===== src/rtl/i2c_reg_target.sv =====
module i2c_reg_target #(
  parameter logic [6:0] DEV_ADDR = 7'h69
) (
  input  logic       clk,
  input  logic       rst_n,
  input  logic       scl_i,
  input  logic       sda_i,
  output logic       sda_oe,
  output logic       reg_we,
  output logic [7:0] reg_addr,
  output logic [7:0] reg_wdata,
  input  logic [7:0] reg_rdata
);
  typedef enum logic [2:0] {ST_IDLE, ST_DEV, ST_PTR, ST_WR, ST_RD} st_t;

  st_t        state;
  logic [2:0] scl_p, sda_p;
  logic [3:0] bitcnt;
  logic [7:0] shreg, tx, ptr, wdata;
  logic       rw, mack;

  wire scl_s    = scl_p[1];
  wire sda_s    = sda_p[1];
  wire scl_rise = scl_s & ~scl_p[2];
  wire scl_fall = ~scl_s & scl_p[2];
  wire start_c  = scl_s & scl_p[2] & sda_p[2] & ~sda_s;
  wire stop_c   = scl_s & scl_p[2] & ~sda_p[2] & sda_s;

  assign reg_addr  = ptr;
  assign reg_wdata = wdata;

  always_ff @(posedge clk or negedge rst_n) begin
    if (!rst_n) begin
      scl_p  <= 3'b111;
      sda_p  <= 3'b111;
      state  <= ST_IDLE;
      bitcnt <= '0;
      shreg  <= '0;
      tx     <= '0;
      ptr    <= '0;
      wdata  <= '0;
      rw     <= 1'b0;
      mack   <= 1'b0;
      sda_oe <= 1'b0;
      reg_we <= 1'b0;
    end else begin
      scl_p  <= {scl_p[1:0], scl_i};
      sda_p  <= {sda_p[1:0], sda_i};
      reg_we <= 1'b0;
      if (reg_we) ptr <= ptr + 8'd1;
      if (start_c) begin
        state  <= ST_DEV;
        bitcnt <= '0;
        sda_oe <= 1'b0;
      end else if (stop_c) begin
        state  <= ST_IDLE;
        bitcnt <= '0;
        sda_oe <= 1'b0;
      end else if (state != ST_IDLE) begin
        if (scl_rise) begin
          if (bitcnt < 4'd8)  shreg  <= {shreg[6:0], sda_s};
          if (bitcnt == 4'd8) mack   <= ~sda_s;
          if (bitcnt != 4'd9) bitcnt <= bitcnt + 4'd1;
        end else if (scl_fall) begin
          if (bitcnt == 4'd8) begin
            case (state)
              ST_DEV: if (shreg[7:1] == DEV_ADDR) begin
                        sda_oe <= 1'b1;
                        rw     <= shreg[0];
                      end else begin
                        state  <= ST_IDLE;
                      end
              ST_PTR: begin ptr <= shreg; sda_oe <= 1'b1; end
              ST_WR:  begin reg_we <= 1'b1; wdata <= shreg; sda_oe <= 1'b1; end
              default: sda_oe <= 1'b0;
            endcase
          end else if (bitcnt == 4'd9) begin
            bitcnt <= '0;
            if ((state == ST_DEV && rw) || (state == ST_RD && mack)) begin
              state  <= ST_RD;
              tx     <= reg_rdata;
              ptr    <= ptr + 8'd1;
              sda_oe <= ~reg_rdata[7];
            end else begin
              sda_oe <= 1'b0;
              case (state)
                ST_DEV:  state <= ST_PTR;
                ST_PTR:  state <= ST_WR;
                ST_RD:   state <= ST_IDLE;
                default: state <= state;
              endcase
            end
          end else if (state == ST_RD) begin
            tx     <= {tx[6:0], 1'b0};
            sda_oe <= ~tx[6];
          end
        end
      end
    end
  end

  AST_WE_PULSE:   assert property (@(posedge clk) disable iff (!rst_n) reg_we |=> !reg_we);
  AST_PTR_STEP:   assert property (@(posedge clk) disable iff (!rst_n) reg_we |=> reg_addr == $past(reg_addr) + 8'd1);
  AST_IDLE_QUIET: assert property (@(posedge clk) disable iff (!rst_n) (state == ST_IDLE) |-> !reg_we);
  AST_DRIVE_LOW:  assert property (@(posedge clk) disable iff (!rst_n) $rose(sda_oe) |-> !scl_s);
endmodule


===== config.mk =====
export PLATFORM = sky130hd
export DESIGN_NAME = i2c_reg_target
export DESIGN_NICKNAME = d
export VERILOG_FILES = /design/src/rtl/i2c_reg_target.sv
export SDC_FILE = /design/constraint.sdc
export NUM_CORES = 1
export LEC_CHECK = 0
export ABC_AREA = 0
export CAP_MARGIN = 5
export CORE_ASPECT_RATIO = 2
export CORE_MARGIN = 1
export CORE_UTILIZATION = 45
export CTS_BUF_LIST = sky130_fd_sc_hd__clkbuf_2
export DETAILED_ROUTE_END_ITERATION = 7
export HOLD_SLACK_MARGIN = 0.15
export PLACE_DENSITY = 0.64
export REMOVE_ABC_BUFFERS = 1
export SKIP_LAST_GASP = 1
export SLEW_MARGIN = 40
export SYNTH_ARGS = -nofsm -noshare
export SYNTH_HDL_FRONTEND = slang
export SYNTH_SLANG_ARGS = --single-unit

===== constraint.sdc =====
create_clock -name clk -period 3.1 [get_ports clk]
set_input_delay 0.465 -clock clk [delete_from_list [all_inputs] [get_ports clk]]
set_output_delay 0.465 -clock clk [all_outputs]
set_load 0.05 [all_outputs]

# Word level (Yosys, flattened, before mapping)
# Index checks and enable logic that the tools add are counted.
[word_totals] regBits=48 output_inout_bits=18 word_cells=118
[op_classes] n_addsub=2 magnitude_cmp=1 n_eq_ne=15 muxes=50 n_bitwise=17 n_reduce_logical=21
[op_table] op="2-to-1 mux 8 bit" n=10
[op_table] op="2-to-1 mux 4 bit" n=8
[op_table] op="2-to-1 mux 3 bit" n=10
[op_table] op="2-to-1 mux 7 bit" n=3
[op_table] op="AND reduction 5 bit" n=4
[op_table] op="2-to-1 mux 1 bit" n=17
[op_table] op="AND reduction 8 bit" n=2
[op_table] op="AND reduction 7 bit" n=2
[op_table] op="!= test 4 bit, second input constant" n=3
[op_table] op="nonzero test 4 bit" n=3
[op_table] op="NOT 1 bit" n=10
[op_table] op="one-hot mux 3 bit (3 select lines)" n=1
[op_table] op="nonzero test 3 bit" n=3
[op_table] op="adder 8 x 1 -> 8 bit, second input constant" n=1
[op_table] op="equality test 4 bit, second input constant" n=2
[op_table] op="AND 1 bit" n=7
[op_table] op="equality test 7 bit, second input constant" n=1
[op_table] op="equality test 3 x 2 -> 1 bit, second input constant" n=2
[op_table] op="nonzero test 6 bit" n=1
[op_table] op="!= test 5 bit, second input constant" n=1
[op_table] op="nonzero test 5 bit" n=1
[op_table] op="adder 4 x 1 -> 4 bit, second input constant" n=1
[op_table] op="< comparator 4 bit, second input constant" n=1
[op_table] op="!= test 4 x 1 -> 1 bit, second input constant" n=1
[op_table] op="10 further kinds" n=11

# Depth between registers and ports, before layout
# Gate-level depths: netlist of the first run.
[depth] depth_word=11 mapped_depth=9

# Worst setup path before layout of the first run
# Ideal clock, no wire load.
[synth_path] kind="reg2reg" start="register scl_p[2]" end="register ptr[1], in the netlist reg_addr[1]" arrival_time_ns=1.956 t_required_ns=2.974 slack_ns=1.018 stages_incl_launch_ff=8 n_path_buf=0 synth_period_minus_slack_ns=2.082 cell_sequence="dfstp_2 > inv_1 > ha_1 > nand2b_1 > a211o_1 > a21oi_1 > nor2_1 > a221o_1"
[synth_between] elab_chain_len=6
[synth_rtl] element="start: declaration" line_no="17" source="logic [2:0] scl_p, sda_p;"
[synth_rtl] element="start signal: assignment" line_no="47" source="scl_p <= {scl_p[1:0], scl_i};"
[synth_rtl] element="AND 1 bit / NOT 1 bit (equally long branches)" line_no="25, 24"
[synth_rtl] element="2-to-1 mux 8 bit / AND 1 bit (equally long branches)" line_no="64, 24"
[synth_rtl] element="2-to-1 mux 8 bit" line_no="60" source="if (scl_rise) begin"
[synth_rtl] element="2-to-1 mux 8 bit" line_no="59" source="end else if (state != ST_IDLE) begin"
[synth_rtl] element="2-to-1 mux 8 bit" line_no="55" source="end else if (stop_c) begin"
[synth_rtl] element="2-to-1 mux 8 bit *" line_no="51" source="if (start_c) begin"
[synth_rtl] element="end signal: assignment" line_no="50" source="if (reg_we) ptr <= ptr + 8'd1;"
[synth_rtl] element="end signal: assignment" line_no="82" source="ptr <= ptr + 8'd1;"
[synth_rtl] element="end: declaration" line_no="19" source="logic [7:0] shreg, tx, ptr, wdata;"
# Mark *: on every way between the ends. The rest lies on a longest branch, timed or not.
# A chain may end at the register's enable or synchronous reset.

# Worst setup path after layout of the first run
[layout_path] start="register reg_we" end="output reg_we"
[layout_rtl] element="start: declaration" line_no="9" source="output logic reg_we,"
[layout_rtl] element="start signal: assignment" line_no="45" source="reg_we <= 1'b0;"
[layout_rtl] element="start signal: assignment" line_no="49" source="reg_we <= 1'b0;"
[layout_rtl] element="start signal: assignment" line_no="74" source="ST_WR: begin reg_we <= 1'b1; wdata <= shreg; sda_oe <= 1'b1; end"
# No word-level cell between the ends.

==> results of run 1 <==
[synth_stat cells, drive strengths merged (2+ instances only)]
library cell and number:
nand2b 4, o2bb2ai 2, mux2i 2, and3b 2, nand4bb 3, nand3b 4, inv 6, dfstp 6
nand2 31, xor2 10, a21oi 9, nor3 7, xnor2 4, nand4 3, o2111ai 2, nor3b 3
buf 8, clkbuf 3, mux2 20, and2 2, nor2 16, a2bb2oi 5, o22ai 4, o21ai 13
nand3 10, a31oi 7, and3 3, ha 8, dfrtp 42
[cell families (layout without fill, tap and decap cells)]
group / after synthesis / in the layout / synth area share, %
xor+xnor: 14 / 14 / 4.609
simple gates: 93 / 93 / 18.53
fa+ha+maj: 8 / 8 / 3.763
compound gates: 54 / 54 / 15.05
flops: 48 / 48 / 45.44
mux: 22 / 22 / 9.219
buf+inv: 17 / 47 / 3.386
[sequential cells by signal, summed over array words and instances (netlist names)]
name and count:
sda_p 3, scl_p 3, shreg 8, tx 7, sda_oe 1, reg_we 1, state 3, reg_addr 8
mack 1, rw 1, bitcnt 4, reg_wdata 8
[layout by cell type, fill, tap and decap left out, types with 4 or more instances in the layout]
cell,netlist,routed
o22ai_1,4,4
a31oi_1,6,6
clkdlybuf4s50_1,0,28
dfstp_2,6,6
nand3_1,10,10
o21ai_0,11,11
a21oi_1,7,7
xor2_1,10,10
ha_1,8,8
inv_1,6,6
clkbuf_2,0,5
a2bb2oi_1,5,5
nand2_1,31,31
nand2b_1,4,4
dfrtp_1,42,42
xnor2_1,4,4
nor3_1,6,6
nand3b_1,4,4
nor2_1,14,14
mux2_2,20,20
[layout make-up]
class | count | area share, %
multi-input cells | 191 | 44.50
flip-flops and latches | 48 | 39.51
repair buffers | 33 | 10.39
well taps | 61 | 2.495
clock inverters | 3 | 1.554
clock buffers | 5 | 0.8180
inverters | 6 | 0.7362
[through the flow]
| stage | hold slack (ps) | setup slack, ps | power [W] |
|---|---|---|---|
| after floorplan | 169.4 | 1018 | 0.001147 |
| after global placement | 354.7 | 742.9 | 0.001317 |
| after detailed placement | 352.9 | 752.4 | 0.001324 |
| after CTS | 335.2 | 628.0 | 0.001690 |
| after global routing | 301.7 | 547.9 | 0.001766 |
| final | 376.6 | 632.6 | 0.001665 |
[routing by layer]
metal	part of all wire (%)	wire length (um)
met2	57	3539
met4	5.3	327
met3	2.5	155
met5	0	0
met1	35	2140
[worst register-to-register path, stage by stage, from the launching register on]
cell and delay [ps]:
dfstp_2 620, inv_1 50, ha_1 280, nand2b_1 280, a211o_1 390, a21oi_1 350, nor2_1 100, a221o_1 260
[power by group]
group	internal, W	switching [W]	total, W
combinational	0.000209	0.000229	0.000438
sequential	0.000720	0.000154	0.000875
clock	0.000140	0.000213	0.000353
[worst min-delay path by stage]
| stage | from | end | slack, ps | depth (start not counted) |
|---|---|---|---|---|
| after CTS | sda_i | sda_p[0] | 340 | 1 |
| after floorplan | rst_n | bitcnt[0] | 170 | 0 |
| after global routing | sda_i | sda_p[0] | 300 | 1 |
| after global placement | sda_p[0] | sda_p[1] | 350 | 0 |
| after detailed placement | sda_p[0] | sda_p[1] | 350 | 0 |
| final | scl_i | scl_p[0] | 380 | 1 |
==> report_table.html, run 1 <==
<table>
<tr><th>Metric</th><th>Value</th></tr>
<tr><th colspan="2">Worst setup path</th></tr>
<tr><td>Sum of buffers and inverters on the critical path</td><td>1</td></tr>
<tr><td>Critical Path Start Type</td><td>flip-flop</td></tr>
<tr><td>Reg2reg setup slack</td><td>710 ps</td></tr>
<tr><td>Capture point of the worst reg-to-reg path</td><td>reg_addr[1]</td></tr>
<tr><td>Data arrival time of the critical path</td><td>2000 ps</td></tr>
<tr><td>Slowest stage cell, crit path</td><td>clkdlybuf4s50_1</td></tr>
<tr><td>Required time of the worst setup path</td><td>2630 ps</td></tr>
<tr><td>Number of stages on the worst setup path</td><td>1</td></tr>
<tr><td>Cells along the critical path</td><td>clkdlybuf4s50_1</td></tr>
<tr><td>Largest fanout of any net on the critical path</td><td>12</td></tr>
<tr><td>Kind of cell adding the most delay to the critical path</td><td>buffers and inverters</td></tr>
<tr><td>R2r startpoint</td><td>scl_p[2]</td></tr>
<tr><td>Last element of the critical path</td><td>reg_we</td></tr>
<tr><td>Register-to-Register Path Depth</td><td>7</td></tr>
<tr><td>CP peak stage delay</td><td>890 ps</td></tr>
<tr><td>Worst setup startpoint</td><td>reg_we</td></tr>
<tr><td>Crit. End Element</td><td>primary output</td></tr>
<tr><td>WS Path Type</td><td>reg2out</td></tr>
<tr><th colspan="2">Clock network</th></tr>
<tr><td>Post-CTS Setup Inserts</td><td>0</td></tr>
<tr><td>Count of clock tree sinks</td><td>48</td></tr>
<tr><td>Later-pin clock latency in the skew report</td><td>450 ps</td></tr>
<tr><td>Clock tree from TritonCTS</td><td>yes</td></tr>
<tr><td>Clock-pin slew on the worst setup and hold paths</td><td>250 ps</td></tr>
<tr><td>Htree depth</td><td>2</td></tr>
<tr><td>Max Root-Sink Buffers</td><td>2</td></tr>
<tr><td>Post-cts hold buffer count</td><td>1</td></tr>
<tr><td>Cell at the root of the clock tree</td><td>clkbuf_2</td></tr>
<tr><td>Number of buffers created by CTS</td><td>5</td></tr>
<tr><td>Number of gates given a new drive strength after cts</td><td>0</td></tr>
<tr><th colspan="2">Placed design</th></tr>
<tr><td>Dpl cells</td><td>338</td></tr>
<tr><td>GPL Wtd Cong</td><td>0.8415</td></tr>
<tr><td>Placed wire-length estimate after detailed placement</td><td>4.744 mm</td></tr>
<tr><td>I/O Buffers</td><td>29</td></tr>
<tr><td>Post-detailed-placement cell area</td><td>2977 um^2</td></tr>
<tr><th colspan="2">Cells and area</th></tr>
<tr><td>Number of diodes</td><td>0</td></tr>
<tr><td>Number of fill cells</td><td>536</td></tr>
<tr><td>Final instance count without filler cells</td><td>347</td></tr>
<tr><td>Layout Utilization</td><td>53.58%</td></tr>
<tr><td>Cell area after layout</td><td>3059 um^2</td></tr>
<tr><td>Sequential cell area</td><td>1209 um^2</td></tr>
<tr><td>Final-stage net count</td><td>305</td></tr>
<tr><td>Ratio of cells with drive above 1 in the final layout</td><td>16.43%</td></tr>
<tr><td>Area occupied by multi-input gates</td><td>1361 um^2</td></tr>
<tr><td>P&amp;R area growth vs syn</td><td>15.00%</td></tr>
<tr><th colspan="2">STA</th></tr>
<tr><td>Crit share post-route</td><td>79.59%</td></tr>
<tr><td>Tightest slew margin relative to the limit</td><td>53.51%</td></tr>
<tr><td>Final critical delay including setup and external delays</td><td>2467 ps</td></tr>
<tr><td>Endpoints failing setup</td><td>0</td></tr>
<tr><td>Final hold violation count</td><td>0</td></tr>
<tr><td>Setup total negative slack</td><td>0 ps</td></tr>
<tr><td>RSZ-0062 raised after global routing</td><td>false</td></tr>
<tr><td>Largest clock skew in the final design</td><td>18.75 ps</td></tr>
<tr><td>Slew of the pin with the lowest slew margin</td><td>692.0 ps</td></tr>
<tr><td>Final count of pins violating max slew</td><td>0</td></tr>
<tr><td>Max frequency</td><td>405.3 MHz</td></tr>
<tr><th colspan="2">Logic synthesis</th></tr>
<tr><td>Fraction of registers with async set/reset</td><td>100.0%</td></tr>
<tr><td>Post-synth EDFFs</td><td>0</td></tr>
<tr><td>Sequential-to-total area share from yosys stat</td><td>45.44%</td></tr>
<tr><td>Most area-consuming cells after synthesis</td><td>dfrtp_1 (40%), mux2_2 (8.5%), dfstp_2 (5.9%)</td></tr>
<tr><td>Flip-flop and latch count after synthesis</td><td>48</td></tr>
<tr><td>Post-synthesis cell type count</td><td>53</td></tr>
<tr><td>Count of mapped cells out of synthesis</td><td>256</td></tr>
<tr><td>Mean instance size in the synthesized netlist</td><td>10.39 um^2</td></tr>
<tr><td>Synth Warn #</td><td>0</td></tr>
<tr><td>Most used DFF post-synth</td><td>dfrtp_1</td></tr>
<tr><td>Cell area after synthesis</td><td>2660 um^2</td></tr>
<tr><td>Yosys top cell area share</td><td>39.51%</td></tr>
<tr><td>Most area-hungry cell type in the Yosys netlist</td><td>dfrtp_1</td></tr>
<tr><th colspan="2">Global routing</th></tr>
<tr><td>Global routing's busiest layer</td><td>met2</td></tr>
<tr><td>Number of global-route vias before repair</td><td>2147</td></tr>
<tr><td>Global-route wire length before repair</td><td>10.34 mm</td></tr>
<tr><td>Number of antenna violations at the first check in global routing</td><td>0</td></tr>
<tr><td>Met1 demand-to-capacity share in global routing</td><td>20.60%</td></tr>
<tr><td>Total global routing overflow</td><td>0</td></tr>
<tr><td>Met2 usage</td><td>40.95%</td></tr>
<tr><td>Pin count of the biggest net entering global routing</td><td>20</td></tr>
<tr><td>Met3 Resource Use GR</td><td>3.384%</td></tr>
<tr><td>Global Route Usage Sum</td><td>21.66%</td></tr>
<tr><th colspan="2">Route</th></tr>
<tr><td>Routed wire length</td><td>6.163 mm</td></tr>
<tr><td>First-pass detailed-route iteration total</td><td>4</td></tr>
<tr><td>Via Count</td><td>2102</td></tr>
<tr><td>Post-DR wirelength/cell</td><td>17.76 um</td></tr>
<tr><td>Via count normalized by instance count</td><td>6.058</td></tr>
<tr><td>Drt first-iter violations</td><td>78</td></tr>
<tr><td>Post-DRT Antenna Nets</td><td>0</td></tr>
<tr><td>DRC violation count after routing</td><td>0</td></tr>
<tr><th colspan="2">Power and ir drop</th></tr>
<tr><td>Static leakage power</td><td>1.263 nW</td></tr>
<tr><td>Max rail drop VDD</td><td>506.5 uV</td></tr>
<tr><td>Power density of the placed cells</td><td>544.4 nW/um^2</td></tr>
<tr><th colspan="2">Floorplanning</th></tr>
<tr><td>Site Rows</td><td>39</td></tr>
<tr><td>I/O pins</td><td>30</td></tr>
<tr><td>Die Area</td><td>6241 um^2</td></tr>
<tr><td>Core region area</td><td>5709 um^2</td></tr>
<tr><td>Effective utilization at floorplan</td><td>46.59%</td></tr>
<tr><td>Die Span X</td><td>56.37 um</td></tr>
<tr><td>Y dimension of the die</td><td>110.7 um</td></tr>
<tr><th colspan="2">Job</th></tr>
<tr><td>Max capacitance violation total</td><td>0</td></tr>
<tr><th colspan="2">Status</th></tr>
<tr><td>Result of the run</td><td>complete, no violations</td></tr>
<tr><th colspan="2">Worst hold path</th></tr>
<tr><td>Kind of path behind the tightest hold check</td><td>in2reg</td></tr>
</table>
Note: power is estimated with default switching activity, not from simulation.
==> inputs of run 2 (changes only) <==
--- a/config.mk
+++ b/config.mk
@@ -13,7 +13,7 @@
 export CTS_BUF_LIST = sky130_fd_sc_hd__clkbuf_2
 export DETAILED_ROUTE_END_ITERATION = 7
 export HOLD_SLACK_MARGIN = 0.15
-export PLACE_DENSITY = 0.64
+export PLACE_DENSITY = 0.67
 export REMOVE_ABC_BUFFERS = 1
 export SKIP_LAST_GASP = 1
 export SLEW_MARGIN = 40
==> constraint.sdc (replaced) <==
create_clock -name clk -period 2.2 [get_ports clk]
set_input_delay 0.33 -clock clk [delete_from_list [all_inputs] [get_ports clk]]
set_output_delay 0.33 -clock clk [all_outputs]
set_load 0.05 [all_outputs]
==> run 2 against run 1 <==
Compared with the run above:
- flip-flop and latch count stayed put
- die area stayed put
- total power is 49% higher
- first-iteration DRC count is 19% higher
- core utilization is 2.2 points higher
- via count is 0.57% lower
- largest cell class unchanged
- critical path type unchanged
- sequential share of layout area is 1.6 points lower
==> report_table.html, run 2 (synthesized netlist as in run 1, its figures left out) <==
<table>
<tr><th>Metric</th><th>Value</th></tr>
<tr><th colspan="2">STA</th></tr>
<tr><td>Setup ws final</td><td>122.7 ps</td></tr>
<tr><td>Crit share post-route</td><td>94.42%</td></tr>
<tr><td>Largest clock skew in the final design</td><td>25.76 ps</td></tr>
<tr><td>Tightest slew margin relative to the limit</td><td>60.04%</td></tr>
<tr><td>RSZ-0062 raised after global routing</td><td>true</td></tr>
<tr><td>Final-layout worst hold slack</td><td>252.1 ps</td></tr>
<tr><td>Slew of the pin with the lowest slew margin</td><td>599.4 ps</td></tr>
<tr><td>Final hold violation count</td><td>0</td></tr>
<tr><td>Setup total negative slack</td><td>0 ps</td></tr>
<tr><td>Endpoints failing setup</td><td>0</td></tr>
<tr><td>Max frequency</td><td>481.4 MHz</td></tr>
<tr><td>Final count of pins violating max slew</td><td>0</td></tr>
<tr><td>Final critical delay including setup and external delays</td><td>2077 ps</td></tr>
<tr><th colspan="2">Worst setup path</th></tr>
<tr><td>CP peak stage delay</td><td>830 ps</td></tr>
<tr><td>Kind of cell adding the most delay to the critical path</td><td>buffers and inverters</td></tr>
<tr><td>WS Path Type</td><td>reg2out</td></tr>
<tr><td>Worst setup startpoint</td><td>reg_addr[6]</td></tr>
<tr><td>Data arrival time of the critical path</td><td>1750 ps</td></tr>
<tr><td>R2r startpoint</td><td>scl_p[2]</td></tr>
<tr><td>Cells along the critical path</td><td>clkdlybuf4s50_1</td></tr>
<tr><td>Slowest stage cell, crit path</td><td>clkdlybuf4s50_1</td></tr>
<tr><td>Sum of buffers and inverters on the critical path</td><td>1</td></tr>
<tr><td>Largest fanout of any net on the critical path</td><td>5</td></tr>
<tr><td>Critical Path Start Type</td><td>flip-flop</td></tr>
<tr><td>Crit. End Element</td><td>primary output</td></tr>
<tr><td>Required time of the worst setup path</td><td>1870 ps</td></tr>
<tr><th colspan="2">Global routing</th></tr>
<tr><td>Number of global-route vias before repair</td><td>2119</td></tr>
<tr><td>Number of antenna violations at the first check in global routing</td><td>0</td></tr>
<tr><td>Met1 demand-to-capacity share in global routing</td><td>21.56%</td></tr>
<tr><td>Met2 usage</td><td>39.37%</td></tr>
<tr><td>Global routing's busiest layer</td><td>met2</td></tr>
<tr><td>Met3 Resource Use GR</td><td>3.851%</td></tr>
<tr><td>Global-route wire length before repair</td><td>10.43 mm</td></tr>
<tr><td>Pin count of the biggest net entering global routing</td><td>49</td></tr>
<tr><td>Total global routing overflow</td><td>0</td></tr>
<tr><td>Global Route Usage Sum</td><td>21.94%</td></tr>
<tr><th colspan="2">Route</th></tr>
<tr><td>Routed wire length</td><td>6.151 mm</td></tr>
<tr><td>First-pass detailed-route iteration total</td><td>4</td></tr>
<tr><td>Post-DRT Antenna Nets</td><td>0</td></tr>
<tr><td>Via count normalized by instance count</td><td>5.806</td></tr>
<tr><td>Post-DR wirelength/cell</td><td>17.09 um</td></tr>
<tr><td>Via Count</td><td>2090</td></tr>
<tr><td>DRC violation count after routing</td><td>0</td></tr>
<tr><td>Drt first-iter violations</td><td>93</td></tr>
<tr><th colspan="2">Cells and area</th></tr>
<tr><td>Most common library cell in the layout ignoring fill and taps</td><td>dfrtp_1</td></tr>
<tr><td>Commonest cells after routing, fill and taps aside</td><td>dfrtp_1 (42), nand2_1 (31), clkdlybuf4s50_1 (24), mux2_2 (20), buf_4 (16)</td></tr>
<tr><td>Final-stage net count</td><td>318</td></tr>
<tr><td>Ratio of cells with drive above 1 in the final layout</td><td>20.40%</td></tr>
<tr><td>Sequential cell area</td><td>1209 um^2</td></tr>
<tr><td>Number of fill cells</td><td>514</td></tr>
<tr><td>P&amp;R area growth vs syn</td><td>19.80%</td></tr>
<tr><td>Number of diodes</td><td>0</td></tr>
<tr><td>Area occupied by multi-input gates</td><td>1368 um^2</td></tr>
<tr><th colspan="2">Placed design</th></tr>
<tr><td>Pre-CTS worst setup slack</td><td>111.5 ps</td></tr>
<tr><td>GPL Wtd Cong</td><td>0.9144</td></tr>
<tr><td>I/O Buffers</td><td>29</td></tr>
<tr><td>Placed wire-length estimate after detailed placement</td><td>4.688 mm</td></tr>
<tr><th colspan="2">Clock network</th></tr>
<tr><td>Clock-pin slew on the worst setup and hold paths</td><td>220 ps</td></tr>
<tr><td>Number of buffers created by CTS</td><td>5</td></tr>
<tr><td>Later-pin clock latency in the skew report</td><td>470 ps</td></tr>
<tr><td>Htree depth</td><td>2</td></tr>
<tr><td>Count of clock tree sinks</td><td>48</td></tr>
<tr><td>Cell at the root of the clock tree</td><td>clkbuf_2</td></tr>
<tr><td>Clock tree from TritonCTS</td><td>yes</td></tr>
<tr><td>Max Root-Sink Buffers</td><td>2</td></tr>
<tr><th colspan="2">Power and ir drop</th></tr>
<tr><td>Power density of the placed cells</td><td>776.2 nW/um^2</td></tr>
<tr><td>Total power draw</td><td>0.002474 W</td></tr>
<tr><td>Static leakage power</td><td>1.400 nW</td></tr>
<tr><td>Max rail drop VDD</td><td>870.5 uV</td></tr>
<tr><th colspan="2">Floorplanning</th></tr>
<tr><td>Die Area</td><td>6241 um^2</td></tr>
<tr><td>Effective utilization at floorplan</td><td>46.59%</td></tr>
<tr><td>I/O pins</td><td>30</td></tr>
<tr><td>Die Span X</td><td>56.37 um</td></tr>
<tr><td>Y dimension of the die</td><td>110.7 um</td></tr>
<tr><td>Core region area</td><td>5709 um^2</td></tr>
<tr><td>Site Rows</td><td>39</td></tr>
<tr><th colspan="2">Job</th></tr>
<tr><td>Max capacitance violation total</td><td>0</td></tr>
<tr><th colspan="2">Worst hold path</th></tr>
<tr><td>Kind of path behind the tightest hold check</td><td>in2reg</td></tr>
<tr><td>Hold_sp</td><td>scl_i</td></tr>
<tr><th colspan="2">Status</th></tr>
<tr><td>Result of the run</td><td>complete, no violations</td></tr>
</table>
==> run 2: area by class of cell <==
type | instances | share of cell area, %
multi-input cells | 191 | 42.91
clock buffers | 6 | 0.9423
inverters | 6 | 0.7067
repair buffers | 46 | 13.23
clock inverters | 2 | 1.885
flip-flops and latches | 48 | 37.93
well taps | 61 | 2.395
==> run 2: through the flow <==
| step | util (%) | instance area, um^2 | instances |
|---|---|---|---|
| floorplan | - | 2592 | 245 |
| global route | 55.82 | 3187 | 360 |
| finish | 55.82 | 3187 | 360 |
| global placement | 53.85 | 3074 | 351 |
| detailed placement | 53.85 | 3074 | 351 |
| CTS | 55.58 | 3173 | 360 |
==> run 2: report_power, final <==
group          switching [W]  leakage [nW]  internal, W
clock network       0.000290        0.0532     0.000310
registers           0.000217         0.583      0.00101
logic               0.000319         0.764     0.000322
==> run 2: path summary, 6_finish.rpt <==
| kind | to | slack [ps] | cells past startpoint |
|---|---|---|---|
| max | reg_addr[6] | 120 | 1 |
| min | scl_p[0] | 250 | 1 |
| max reg2reg | reg_addr[2] | 160 | 8 |
| min reg2reg | sda_p[1] | 370 | 0 |
| max in group asynchronous | reg_addr[4] | 1340 | 3 |
| min in group asynchronous | shreg[0] | 440 | 3 |
==> run 2: metal layers <==
| metal | vias up | share of wire (%) |
|---|---|---|
| met3 | 31 | 2.8 |
| li1 | 1009 | - |
| met4 | 0 | 7.9 |
| met1 | 994 | 35 |
| met5 | - | 0 |
| met2 | 56 | 55 |
==> run 2: repair_timing <==
action	in CTS	in global routing
buffers inserted	0	0
endpoints found under the setup margin	1	8
hold buffers	1	0
endpoints found under the hold margin	42	0
gates resized for setup	1	4
pin swaps	0	1
gates cloned	0	0
